==> src/rtl/hs_pkg.sv <==
package hs_pkg;

    typedef enum logic [2:0] {
        S_UNARMED = 3'd0,
        S_ARMED   = 3'd1,
        S_FREEZE  = 3'd2,
        S_BUILD   = 3'd3,
        S_RELOCK  = 3'd4,
        S_HOLD    = 3'd5
    } hs_state_e;

    typedef struct packed {
        hs_state_e state;
    } hs_ctl_t;

endpackage

==> src/rtl/hs_run_counter.sv <==
module hs_run_counter #(
    parameter int RUN_LEN = 8
) (
    input  logic clk,
    input  logic rst_n,
    input  logic en_i,
    input  logic valid_i,
    input  logic inlock_i,
    output logic done_o
);
    localparam int CW = $clog2(RUN_LEN + 1);

    typedef struct packed {
        logic [CW-1:0] cnt;
    } run_t;

    run_t run_d, run_q;

    always_comb begin
        run_d = run_q;
        if (!en_i) begin
            run_d.cnt = '0;
        end else if (valid_i) begin
            if (!inlock_i) begin
                run_d.cnt = '0;
            end else if (run_q.cnt != CW'(RUN_LEN)) begin
                run_d.cnt = run_q.cnt + 1'b1;
            end
        end
    end

    always_ff @(posedge clk or negedge rst_n) begin
        if (!rst_n) begin
            run_q <= '0;
        end else begin
            run_q <= run_d;
        end
    end

    assign done_o = en_i && (run_q.cnt == CW'(RUN_LEN));

    AST_RUN_BREAK: assert property (@(posedge clk) disable iff (!rst_n)
        (en_i && valid_i && !inlock_i) |=> (run_q.cnt == '0));

    AST_RUN_CAP: assert property (@(posedge clk) disable iff (!rst_n)
        (int'(run_q.cnt) <= RUN_LEN));

endmodule

==> src/rtl/hs_hold_timer.sv <==
module hs_hold_timer #(
    parameter int HOLD_TICKS = 35
) (
    input  logic clk,
    input  logic rst_n,
    input  logic en_i,
    output logic expired_o
);
    localparam int TW = (HOLD_TICKS > 1) ? $clog2(HOLD_TICKS) : 1;

    typedef struct packed {
        logic [TW-1:0] cnt;
    } tmr_t;

    tmr_t tmr_d, tmr_q;

    always_comb begin
        tmr_d = tmr_q;
        if (!en_i) begin
            tmr_d.cnt = '0;
        end else if (tmr_q.cnt != TW'(HOLD_TICKS - 1)) begin
            tmr_d.cnt = tmr_q.cnt + 1'b1;
        end
    end

    always_ff @(posedge clk or negedge rst_n) begin
        if (!rst_n) begin
            tmr_q <= '0;
        end else begin
            tmr_q <= tmr_d;
        end
    end

    assign expired_o = en_i && (tmr_q.cnt == TW'(HOLD_TICKS - 1));

    AST_HOLD_BOUND: assert property (@(posedge clk) disable iff (!rst_n)
        (int'(tmr_q.cnt) < HOLD_TICKS));

    AST_HOLD_IDLE_ZERO: assert property (@(posedge clk) disable iff (!rst_n)
        !en_i |=> (tmr_q.cnt == '0) || en_i);

endmodule

==> src/rtl/hitless_seq.sv <==
module hitless_seq
    import hs_pkg::*;
#(
    parameter int OPT_MODE   = 2,
    parameter int RUN_LEN    = 8,
    parameter int HOLD_TICKS = 35
) (
    input  logic clk,
    input  logic rst_n,
    input  logic lol_i,
    input  logic cmp_valid_i,
    input  logic cmp_inlock_i,
    input  logic nbw_req_i,
    input  logic hs_en_i,
    input  logic pbo_en_i,
    input  logic pbo_done_i,
    output logic pd_en_o,
    output logic nbw_o,
    output logic pbo_req_o
);
    localparam bit HS_BUILT  = (OPT_MODE != 0);
    localparam bit PBO_BUILT = (OPT_MODE == 2);

    hs_ctl_t ctl_d, ctl_q;
    logic    run_done;
    logic    hold_expired;
    logic    use_pbo;
    logic    seq_narrow;

    assign use_pbo = PBO_BUILT && pbo_en_i;

    hs_run_counter #(.RUN_LEN(RUN_LEN)) u_run (
        .clk      (clk),
        .rst_n    (rst_n),
        .en_i     (ctl_q.state == S_RELOCK),
        .valid_i  (cmp_valid_i),
        .inlock_i (cmp_inlock_i),
        .done_o   (run_done)
    );

    hs_hold_timer #(.HOLD_TICKS(HOLD_TICKS)) u_hold (
        .clk       (clk),
        .rst_n     (rst_n),
        .en_i      (ctl_q.state == S_HOLD),
        .expired_o (hold_expired)
    );

    always_comb begin
        ctl_d = ctl_q;
        unique case (ctl_q.state)
            S_UNARMED: if (cmp_valid_i && cmp_inlock_i && !lol_i) ctl_d.state = S_ARMED;
            S_ARMED:   if (HS_BUILT && hs_en_i && lol_i) ctl_d.state = S_FREEZE;
            S_FREEZE:  ctl_d.state = use_pbo ? S_BUILD : S_RELOCK;
            S_BUILD:   if (pbo_done_i) ctl_d.state = S_RELOCK;
            S_RELOCK:  if (run_done) ctl_d.state = S_HOLD;
            S_HOLD:    if (hold_expired) ctl_d.state = S_ARMED;
            default:   ctl_d.state = S_UNARMED;
        endcase
    end

    always_ff @(posedge clk or negedge rst_n) begin
        if (!rst_n) begin
            ctl_q.state <= S_UNARMED;
        end else begin
            ctl_q <= ctl_d;
        end
    end

    assign seq_narrow = (ctl_q.state == S_FREEZE) || (ctl_q.state == S_BUILD) ||
                        (ctl_q.state == S_RELOCK) || (ctl_q.state == S_HOLD);
    assign pd_en_o    = !((ctl_q.state == S_FREEZE) || (ctl_q.state == S_BUILD));
    assign pbo_req_o  = (ctl_q.state == S_BUILD);
    assign nbw_o      = seq_narrow || nbw_req_i;

    AST_PD_OFF_NARROW: assert property (@(posedge clk) disable iff (!rst_n)
        !pd_en_o |-> nbw_o);

    AST_TRIGGER_ONLY_ARMED: assert property (@(posedge clk) disable iff (!rst_n)
        $fell(pd_en_o) |-> $past(ctl_q.state == S_ARMED && lol_i && hs_en_i));

    AST_BUILD_PD_OFF: assert property (@(posedge clk) disable iff (!rst_n)
        pbo_req_o |-> !pd_en_o);

    AST_BUILD_EXIT: assert property (@(posedge clk) disable iff (!rst_n)
        (pbo_req_o && pbo_done_i) |=> (pd_en_o && !pbo_req_o));

    AST_FREEZE_ONE_CYCLE: assert property (@(posedge clk) disable iff (!rst_n)
        (ctl_q.state == S_FREEZE && !use_pbo) |=> pd_en_o);

    AST_RELEASE_ARMS: assert property (@(posedge clk) disable iff (!rst_n)
        (ctl_q.state == S_HOLD && hold_expired) |=> (ctl_q.state == S_ARMED));

endmodule

==> config.mk <==
export PLATFORM = sky130hd
export DESIGN_NAME = hitless_seq
export DESIGN_NICKNAME = d
export VERILOG_FILES = /design/src/rtl/hs_pkg.sv /design/src/rtl/hs_run_counter.sv /design/src/rtl/hs_hold_timer.sv /design/src/rtl/hitless_seq.sv
export SDC_FILE = /design/constraint.sdc
export NUM_CORES = 1
export LEC_CHECK = 0
export ABC_AREA = 1
export CAP_MARGIN = 30
export CORE_MARGIN = 2
export CORE_UTILIZATION = 50
export CTS_CLUSTER_DIAMETER = 100
export CTS_CLUSTER_SIZE = 8
export DETAILED_ROUTE_END_ITERATION = 12
export DONT_BUFFER_PORTS = 1
export PLACE_DENSITY = 0.7
export SLEW_MARGIN = 25
export SYNTH_ARGS = -nofsm -noshare
export SYNTH_HDL_FRONTEND = slang
export SYNTH_SLANG_ARGS = --single-unit
export TNS_END_PERCENT = 5
==> constraint.sdc <==
create_clock -name clk -period 2.35 [get_ports clk]
set_clock_uncertainty 0.15 [all_clocks]
set_input_delay 0.3525 -clock clk [delete_from_list [all_inputs] [get_ports clk]]
set_output_delay 0.3525 -clock clk [all_outputs]
set_load 0.01 [all_outputs]
==> results.md, run 1 <==
| Metric | This run |
|:---|:---|
| Clock-pin slew on the worst setup and hold paths | 0.07 ns |
| Result of the run | complete, no violations |
| Predominant post-synthesis flop cell | sky130_fd_sc_hd__dfrtp_1 |
| Period utilization | 69.7% |
| Total power | 709 uW |
| Post-synthesis instance total | 105 |
| Antenna violations before repair | 0 |
| DRT Pass-1 Iters | 4 |
| Post-synth EDFFs | 0 |
| Buffers added on ports | 0 |
| Top post-synthesis cells by area | sky130_fd_sc_hd__dfrtp_1, sky130_fd_sc_hd__nand2_1, sky130_fd_sc_hd__ha_1 |
| CTS Root Buffer Type | sky130_fd_sc_hd__clkbuf_4 |
| Post-DR wirelength/cell | 11.1 microns |
| Pin count of the biggest net entering global routing | 14 |
| Post-Route WL | 1400 microns |
| Nets | 124 |
| Number of global-route vias before repair | 588 |
| Initial core utilization | 53.2% |
| Chain of cells forming the critical path | inv_2, nand2_1, nand2_1 |
| Final Hold Fails | 0 |
| Routability Congestion | 0.747 |
| Slowest cell on the critical path | sky130_fd_sc_hd__dfrtp_1 |
| Share of flip-flops with an asynchronous set or reset after synthesis | 100% |
| Tmin final | 1.64 ns |
| Final worst-path setup slack | 0.712 ns |
| Total Negative Setup Slacks | 0 ns |
| Yosys synthesis warning count | 0 |
| GR Overflow Total | 0 |
| Hold Path Class | in -> reg |
| Setup repair after global routing missed its margin | false |
| Worst-case vdd ir drop | 0.412 mV |
| Total global routing track utilization | 17.7% |
| ANT nets after route | 0 |
| Cell row count | 14 |
| Sequential share of the synthesized area | 40.6% |
| P per Cell Area | 826 nW/um^2 |
| Signal arrival time at the worst endpoint | 1.14 ns |
| Synth area leader | sky130_fd_sc_hd__dfrtp_1 |
| Startpoint types | flip-flop |
| Count of different cell masters after synthesis | 19 |
| Final setup violation count | 0 |
| Minimum setup slack after placement | 0.926 ns |
| Post-route DRC | 0 |
| Count of pins on the block boundary | 12 |
| Via-per-instance ratio | 5.37 |
| Core region area | 1510 sq um |
| Clock insertion delay at the later pin of the skew report | 0.27 ns |
| Maximum clock insertion buffer count | 2 |
| Average footprint of a synthesized cell | 7.64 sq um |
| Inserted Diodes | 0 |
| Classification of the worst setup path | reg -> out |
| Cells resized by post-CTS repair | 0 |
| Timing-limited maximum frequency | 610 MHz |
| Area growth from synthesis to layout | 7.02% |
| Number of nets produced by synthesis | 118 |
| Cell area after synthesis | 802 sq um |
| Worst path most repeated cell | sky130_fd_sc_hd__nand2_1 |
| Global-route wire length before repair | 2510 microns |
| Cell with the most instances after synthesis | sky130_fd_sc_hd__nand2_1 |
| Num CTS Buffers | 3 |
| Clk sink count | 13 |
| Crit path required time | 1.85 ns |
| CP bufs+invs | 1 |
| Critical Path Max Stage Delay | 0.43 ns |
| Commonest cells post-synth | sky130_fd_sc_hd__nand2_1, sky130_fd_sc_hd__dfrtp_1, sky130_fd_sc_hd__inv_1, sky130_fd_sc_hd__nor2_1, sky130_fd_sc_hd__nand3_1 |
| Max Slew Vio Count | 0 |
| Fraction of post-synthesis cell area in the top cell type by area | 40.6% |
| Max-capacitance violation count | 0 |
| Actual slew at the worst max-slew pin | 0.586 ns |
| Die ar. | 1940 sq um |
| Kind of cell with the highest combined delay on the critical path | flip-flops |
| Count of vias placed by the detailed router | 676 |
| CTS tree | done |
| DIE HEIGHT | 44.1 microns |
| H-Tree Depth | 1 |
| Post-DP HPWL | 1090 microns |
| Slew HR | 60.8% |
| Leakage | 0.428 nW |
| 1st-iter DRT viols | 8 |
| Horizontal die dimension | 44.1 microns |
| Hold Buf Count CTS | 1 |
| Setup Buffers After CTS | 0 |
| Proportion of layout cells with a drive suffix above 1 | 13.6% |
| Register bit total from synthesis | 13 |
| Critical Path End Type | primary output |
| CP Max Fanout | 6 |
-- placed cells by master, fill, tap and decap left out, types with 3 or more instances in the layout --
| cell | n |
|---|---|
| sky130_fd_sc_hd__nand2_1 | 18 |
| sky130_fd_sc_hd__o21ai_1 | 5 |
| sky130_fd_sc_hd__nand3_1 | 10 |
| sky130_fd_sc_hd__nor2_2 | 4 |
| sky130_fd_sc_hd__nor2_1 | 13 |
| sky130_fd_sc_hd__inv_2 | 3 |
| sky130_fd_sc_hd__nand4_1 | 4 |
| sky130_fd_sc_hd__nand2_2 | 3 |
| sky130_fd_sc_hd__o21ai_0 | 3 |
| sky130_fd_sc_hd__ha_1 | 4 |
| sky130_fd_sc_hd__xor2_1 | 4 |
| sky130_fd_sc_hd__dfrtp_1 | 13 |
| sky130_fd_sc_hd__inv_1 | 13 |
| sky130_fd_sc_hd__a21oi_1 | 3 |
| sky130_fd_sc_hd__clkbuf_4 | 3 |
-- area by class of cell --
cell class,instances,area (sq um)
fillers,147,648
multi-input cells,76,417
flip-flops and latches,13,325
inverters,16,60.1
clock buffers,4,26.3
well taps,16,20.0
repair buffers,1,10.0
-- where the power goes --
part / switching [mW] / total [mW] / leakage [nW] / internal (mW)
Clock: 0.0667 / 0.132 / 0.0150 / 0.0658
Sequential: 0.0470 / 0.305 / 0.177 / 0.258
Combinational: 0.178 / 0.271 / 0.237 / 0.0929
Total: 0.292 / 0.709 / 0.428 / 0.417
-- worst reg2reg max path, stage by stage (launching register included) --
cell	delay, ns
sky130_fd_sc_hd__dfrtp_1	0.40
sky130_fd_sc_hd__inv_1	0.10
sky130_fd_sc_hd__ha_1	0.15
sky130_fd_sc_hd__nand2_1	0.06
sky130_fd_sc_hd__nor2_2	0.10
sky130_fd_sc_hd__nand2_1	0.11
sky130_fd_sc_hd__nand2_4	0.09
sky130_fd_sc_hd__nand2_1	0.06
sky130_fd_sc_hd__o21ai_0	0.15
-- per-layer routing --
layer	track usage (%)	share of wire [%]	wire, microns	vias to the layer above
li1	-	-	-	352
met1	26.1	48	672	308
met2	25.0	46	648	16
met3	7.76	5.6	78	0
met4	1.82	0	0	0
met5	0	0	0	-
-- worst paths after layout --
check	end	slack, ns	from	depth (start not counted)
worst max-delay path	nbw_o	0.71	ctl_q[2]$_DFFE_PN0P_	3
worst min-delay path	ctl_q[1]$_DFFE_PN0P_	0.1	pbo_done_i	3
worst max register to register	u_run.run_q[0]$_DFFE_PN0P_	0.91	u_run.run_q[0]$_DFFE_PN0P_	8
worst min register to register	u_hold.tmr_q[0]$_DFFE_PN0P_	0.38	u_hold.tmr_q[0]$_DFFE_PN0P_	1
max in group asynchronous	u_run.run_q[1]$_DFFE_PN0P_	1.30	rst_n	1
min in group asynchronous	u_hold.tmr_q[4]$_DFFE_PN0P_	0.37	rst_n	1
-- state kept, by name (all words and copies together) (netlist names) --
register and count:
u_hold.tmr_q 6, u_run.run_q 4, ctl_q 3
-- stage by stage --
stage | cell area (sq um) | utilization (%) | hold WS (ns) | std cells
after CTS | 858 | 57.0 | 0.0871 | 126
after floorplan | 802 | - | -0.0931 | 105
after detailed placement | 822 | 54.6 | -0.0928 | 121
final | 858 | 57.0 | 0.0959 | 126
after global placement | 822 | 54.6 | -0.0928 | 121
after global routing | 858 | 57.0 | 0.0859 | 126
-- logic make-up after synthesis --
group                      count (synthesis)  share of synthesized area [%]
adders and majority gates                  4                           6.24
DFF                                       13                           40.6
xor gates and xnor gates                   5                           5.46
buffers and inverters                     16                           7.49
and+or+nand+nor                           55                           32.6
AOI/OAI and AO/OA                         12                           7.64
Note: power is estimated with default switching activity, not from simulation.
==> run 2: changes to the inputs <==
- clock period: 2.35 -> 1.6 ns (I/O delays scaled with it)
==> results.md, run 2 (synthesis results as in run 1) <==
| Metric | This run | Delta |
|:---|:---|:---|
| Num CTS Buffers | 3 | unchanged |
| Crit path required time | 1.21 ns | -0.64 ns |
| Final setup violation count | 0 | unchanged |
| Most flop-heavy register | u_hold.tmr_q |  |
| Final Hold Fails | 0 | unchanged |
| Setup repair after global routing missed its margin | false |  |
| Nets | 126 | +1.6% |
| Worst flop-to-flop path endpoint | u_run.run_q[1]$_DFFE_PN0P_ |  |
| Clk sink count | 13 | unchanged |
| Buffers added on ports | 0 | unchanged |
| P per Cell Area | 1200 nW/um^2 | +45% |
| Inserted Diodes | 0 | unchanged |
| Max reg flops | 6 | unchanged |
| Proportion of layout cells with a drive suffix above 1 | 14.3% | +0.65 points |
| Cell row count | 14 | unchanged |
| Metal3 WL | 72 microns | -7.7% |
| 1st-iter DRT viols | 6 | -2 |
| Registers with the most flip-flops | u_hold.tmr_q: 6 flops, u_run.run_q: 4 flops, ctl_q: 3 flops |  |
| Total Negative Setup Slacks | 0 ns | unchanged |
| P_sw | 437 uW | +49% |
| Minimum setup slack after placement | 0.176 ns | -0.750 ns |
| Post-DP HPWL | 1090 microns | unchanged |
| Post-DR wirelength/cell | 11.2 microns | +1.0% |
| Final Core Density | 58.5% | +1.5 points |
| Leakage | 0.437 nW | +2.0% |
| Post-Route WL | 1440 microns | +2.6% |
| Total power | 1.05 mW | +49% |
| Core region area | 1510 sq um | unchanged |
| Count of pins on the block boundary | 12 | unchanged |
| Internal power | 617 uW | +48% |
| Result of the run | complete, no violations |  |
| Horizontal die dimension | 44.1 microns | unchanged |
| Register share of total power | 42.7% | -0.4 points |
| Most used cells in the layout excluding fill and tap cells | sky130_fd_sc_hd__nand2_1, sky130_fd_sc_hd__inv_1, sky130_fd_sc_hd__nor2_1, sky130_fd_sc_hd__dfrtp_1, sky130_fd_sc_hd__nand3_1 |  |
| Clock insertion delay at the later pin of the skew report | 0.27 ns | about the same |
| Max Slew Vio Count | 0 | unchanged |
| CTS tree | done |  |
| Final worst-path setup slack | 0.125 ns | -0.587 ns |
| Instance count along the most critical hold path | 2 | -1 |
| Commonest non-fill, non-tap cell in the layout | sky130_fd_sc_hd__nand2_1 |  |
| GR Overflow Total | 0 | unchanged |
| Reg2Reg Depth | 8 | unchanged |
| Startpoint of the most critical setup path | ctl_q[1]$_DFFE_PN0P_ |  |
| Actual slew at the worst max-slew pin | 0.587 ns | +0.000293 ns |
| Worst-case vdd ir drop | 0.610 mV | +48% |
| Timing-limited maximum frequency | 678 MHz |  |
| Met1 Routed Length | 691 microns | +2.8% |
| Start of the worst register-to-register path | u_run.run_q[0]$_DFFE_PN0P_ |  |
| Met2 Wirelength | 672 microns | +3.7% |
| Period utilization | 92.2% |  |
| Reg2reg setup slack | 0.16 ns | -0.75 ns |
| Initial core utilization | 53.2% | unchanged |
| Switching fraction of total power | 41.4% | +0.24 points |
| Startpoint types | flip-flop |  |
| Global-route wire length before repair | 2580 microns | +2.7% |
| Tmin final | 1.47 ns |  |
| Max-capacitance violation count | 0 | unchanged |
| Top layer used by detailed routing | met3 |  |
| Total global routing track utilization | 18.2% | +0.52 points |
| Critical Path End Type | primary output |  |
| Antenna violations before repair | 0 | unchanged |
| CTS Root Buffer Type | sky130_fd_sc_hd__clkbuf_4 |  |
| Pin count of the biggest net entering global routing | 14 | unchanged |
| Clock-pin slew on the worst setup and hold paths | 0.07 ns | about the same |
| Maximum clock insertion buffer count | 2 | unchanged |
| Via-per-instance ratio | 5.24 | -2.3% |
| ANT nets after route | 0 | unchanged |
| Combinational cell fraction of total power | 38.8% | +0.5 points |
| DRT Pass-1 Iters | 4 | unchanged |
| Die ar. | 1940 sq um | unchanged |
| Routability Congestion | 0.747 | about the same |
| Number of global-route vias before repair | 593 | +0.85% |
| Worst Setup EP | nbw_o |  |
| Part of the total power dissipated in the clock network | 18.6% | about the same |
| Signal arrival time at the worst endpoint | 1.08 ns | -0.06 ns |
| Classification of the worst setup path | reg -> out |  |
| DIE HEIGHT | 44.1 microns | unchanged |
| H-Tree Depth | 1 | unchanged |
| Post-route DRC | 0 | unchanged |
| Area growth from synthesis to layout | 9.83% |  |
| Slew HR | 60.8% | about the same |
| CP Max Fanout | 6 | unchanged |
| Hold Path Class | in -> reg |  |
| Count of vias placed by the detailed router | 671 | -0.74% |
## run 2: cell types whose count changed in the layout (fill, tap and decap cells not counted), sizes merged
cell / before / now
dlygate4sd3: 1 / 3
## run 2: area by class of cell
type | instances | area (sq um)
clock buffer | 4 | 26.3
fill | 144 | 626
inverter | 16 | 60.1
multi-input combinational | 76 | 419
tap | 16 | 20.0
sequential | 13 | 325
timing repair buffer | 3 | 30.0
## run 2: worst min-delay path by stage
stage	from	end
floorplan	rst_n	ctl_q[0]$_DFFE_PN0P_
detailed placement	rst_n	u_hold.tmr_q[4]$_DFFE_PN0P_
global placement	rst_n	u_hold.tmr_q[4]$_DFFE_PN0P_
CTS	cmp_valid_i	u_run.run_q[2]$_DFFE_PN0P_
finish	cmp_inlock_i	u_run.run_q[2]$_DFFE_PN0P_
global route	cmp_inlock_i	u_run.run_q[3]$_DFFE_PN0P_
## run 2: worst max-delay path: stages (launching register included)
cell and delay (ns):
sky130_fd_sc_hd__dfrtp_1 0.45, sky130_fd_sc_hd__inv_1 0.12, sky130_fd_sc_hd__a21oi_1 0.14, sky130_fd_sc_hd__nand2_1 0.11
## run 2: power groups by stage
| stage | Clock (mW) | Combinational, mW | Sequential, mW |
|---|---|---|---|
| final | 0.196 | 0.408 | 0.450 |
| after detailed placement | 0 | 0.391 | 0.455 |
| after global routing | 0.224 | 0.477 | 0.462 |
| after floorplan | 0 | 0.327 | 0.444 |
| after global placement | 0 | 0.387 | 0.453 |
| after CTS | 0.207 | 0.406 | 0.449 |
## run 2: layer usage
layer  track usage (%)  vias to the layer above
li1                  -                      357
met1              26.6                      297
met2              26.2                       17
met3              7.76                        0
met4              1.82                        0
met5                 0                        -
## run 2: stage by stage
| step | hold WS (ns) | cell area, sq um | cells |
|---|---|---|---|
| global placement | -0.205 | 822 | 121 |
| floorplan | -0.206 | 802 | 105 |
| CTS | 0.00537 | 878 | 128 |
| global route | 0.0224 | 881 | 128 |
| finish | 0.0135 | 881 | 128 |
| detailed placement | -0.205 | 822 | 121 |
## run 2: what timing repair did
item / CTS / global route
setup buffers: 0 / 0
endpoints found under the hold margin: 15 / 0
setup endpoints to repair: 0 / 2
gates resized for setup: 0 / 2
hold buffers: 3 / 0
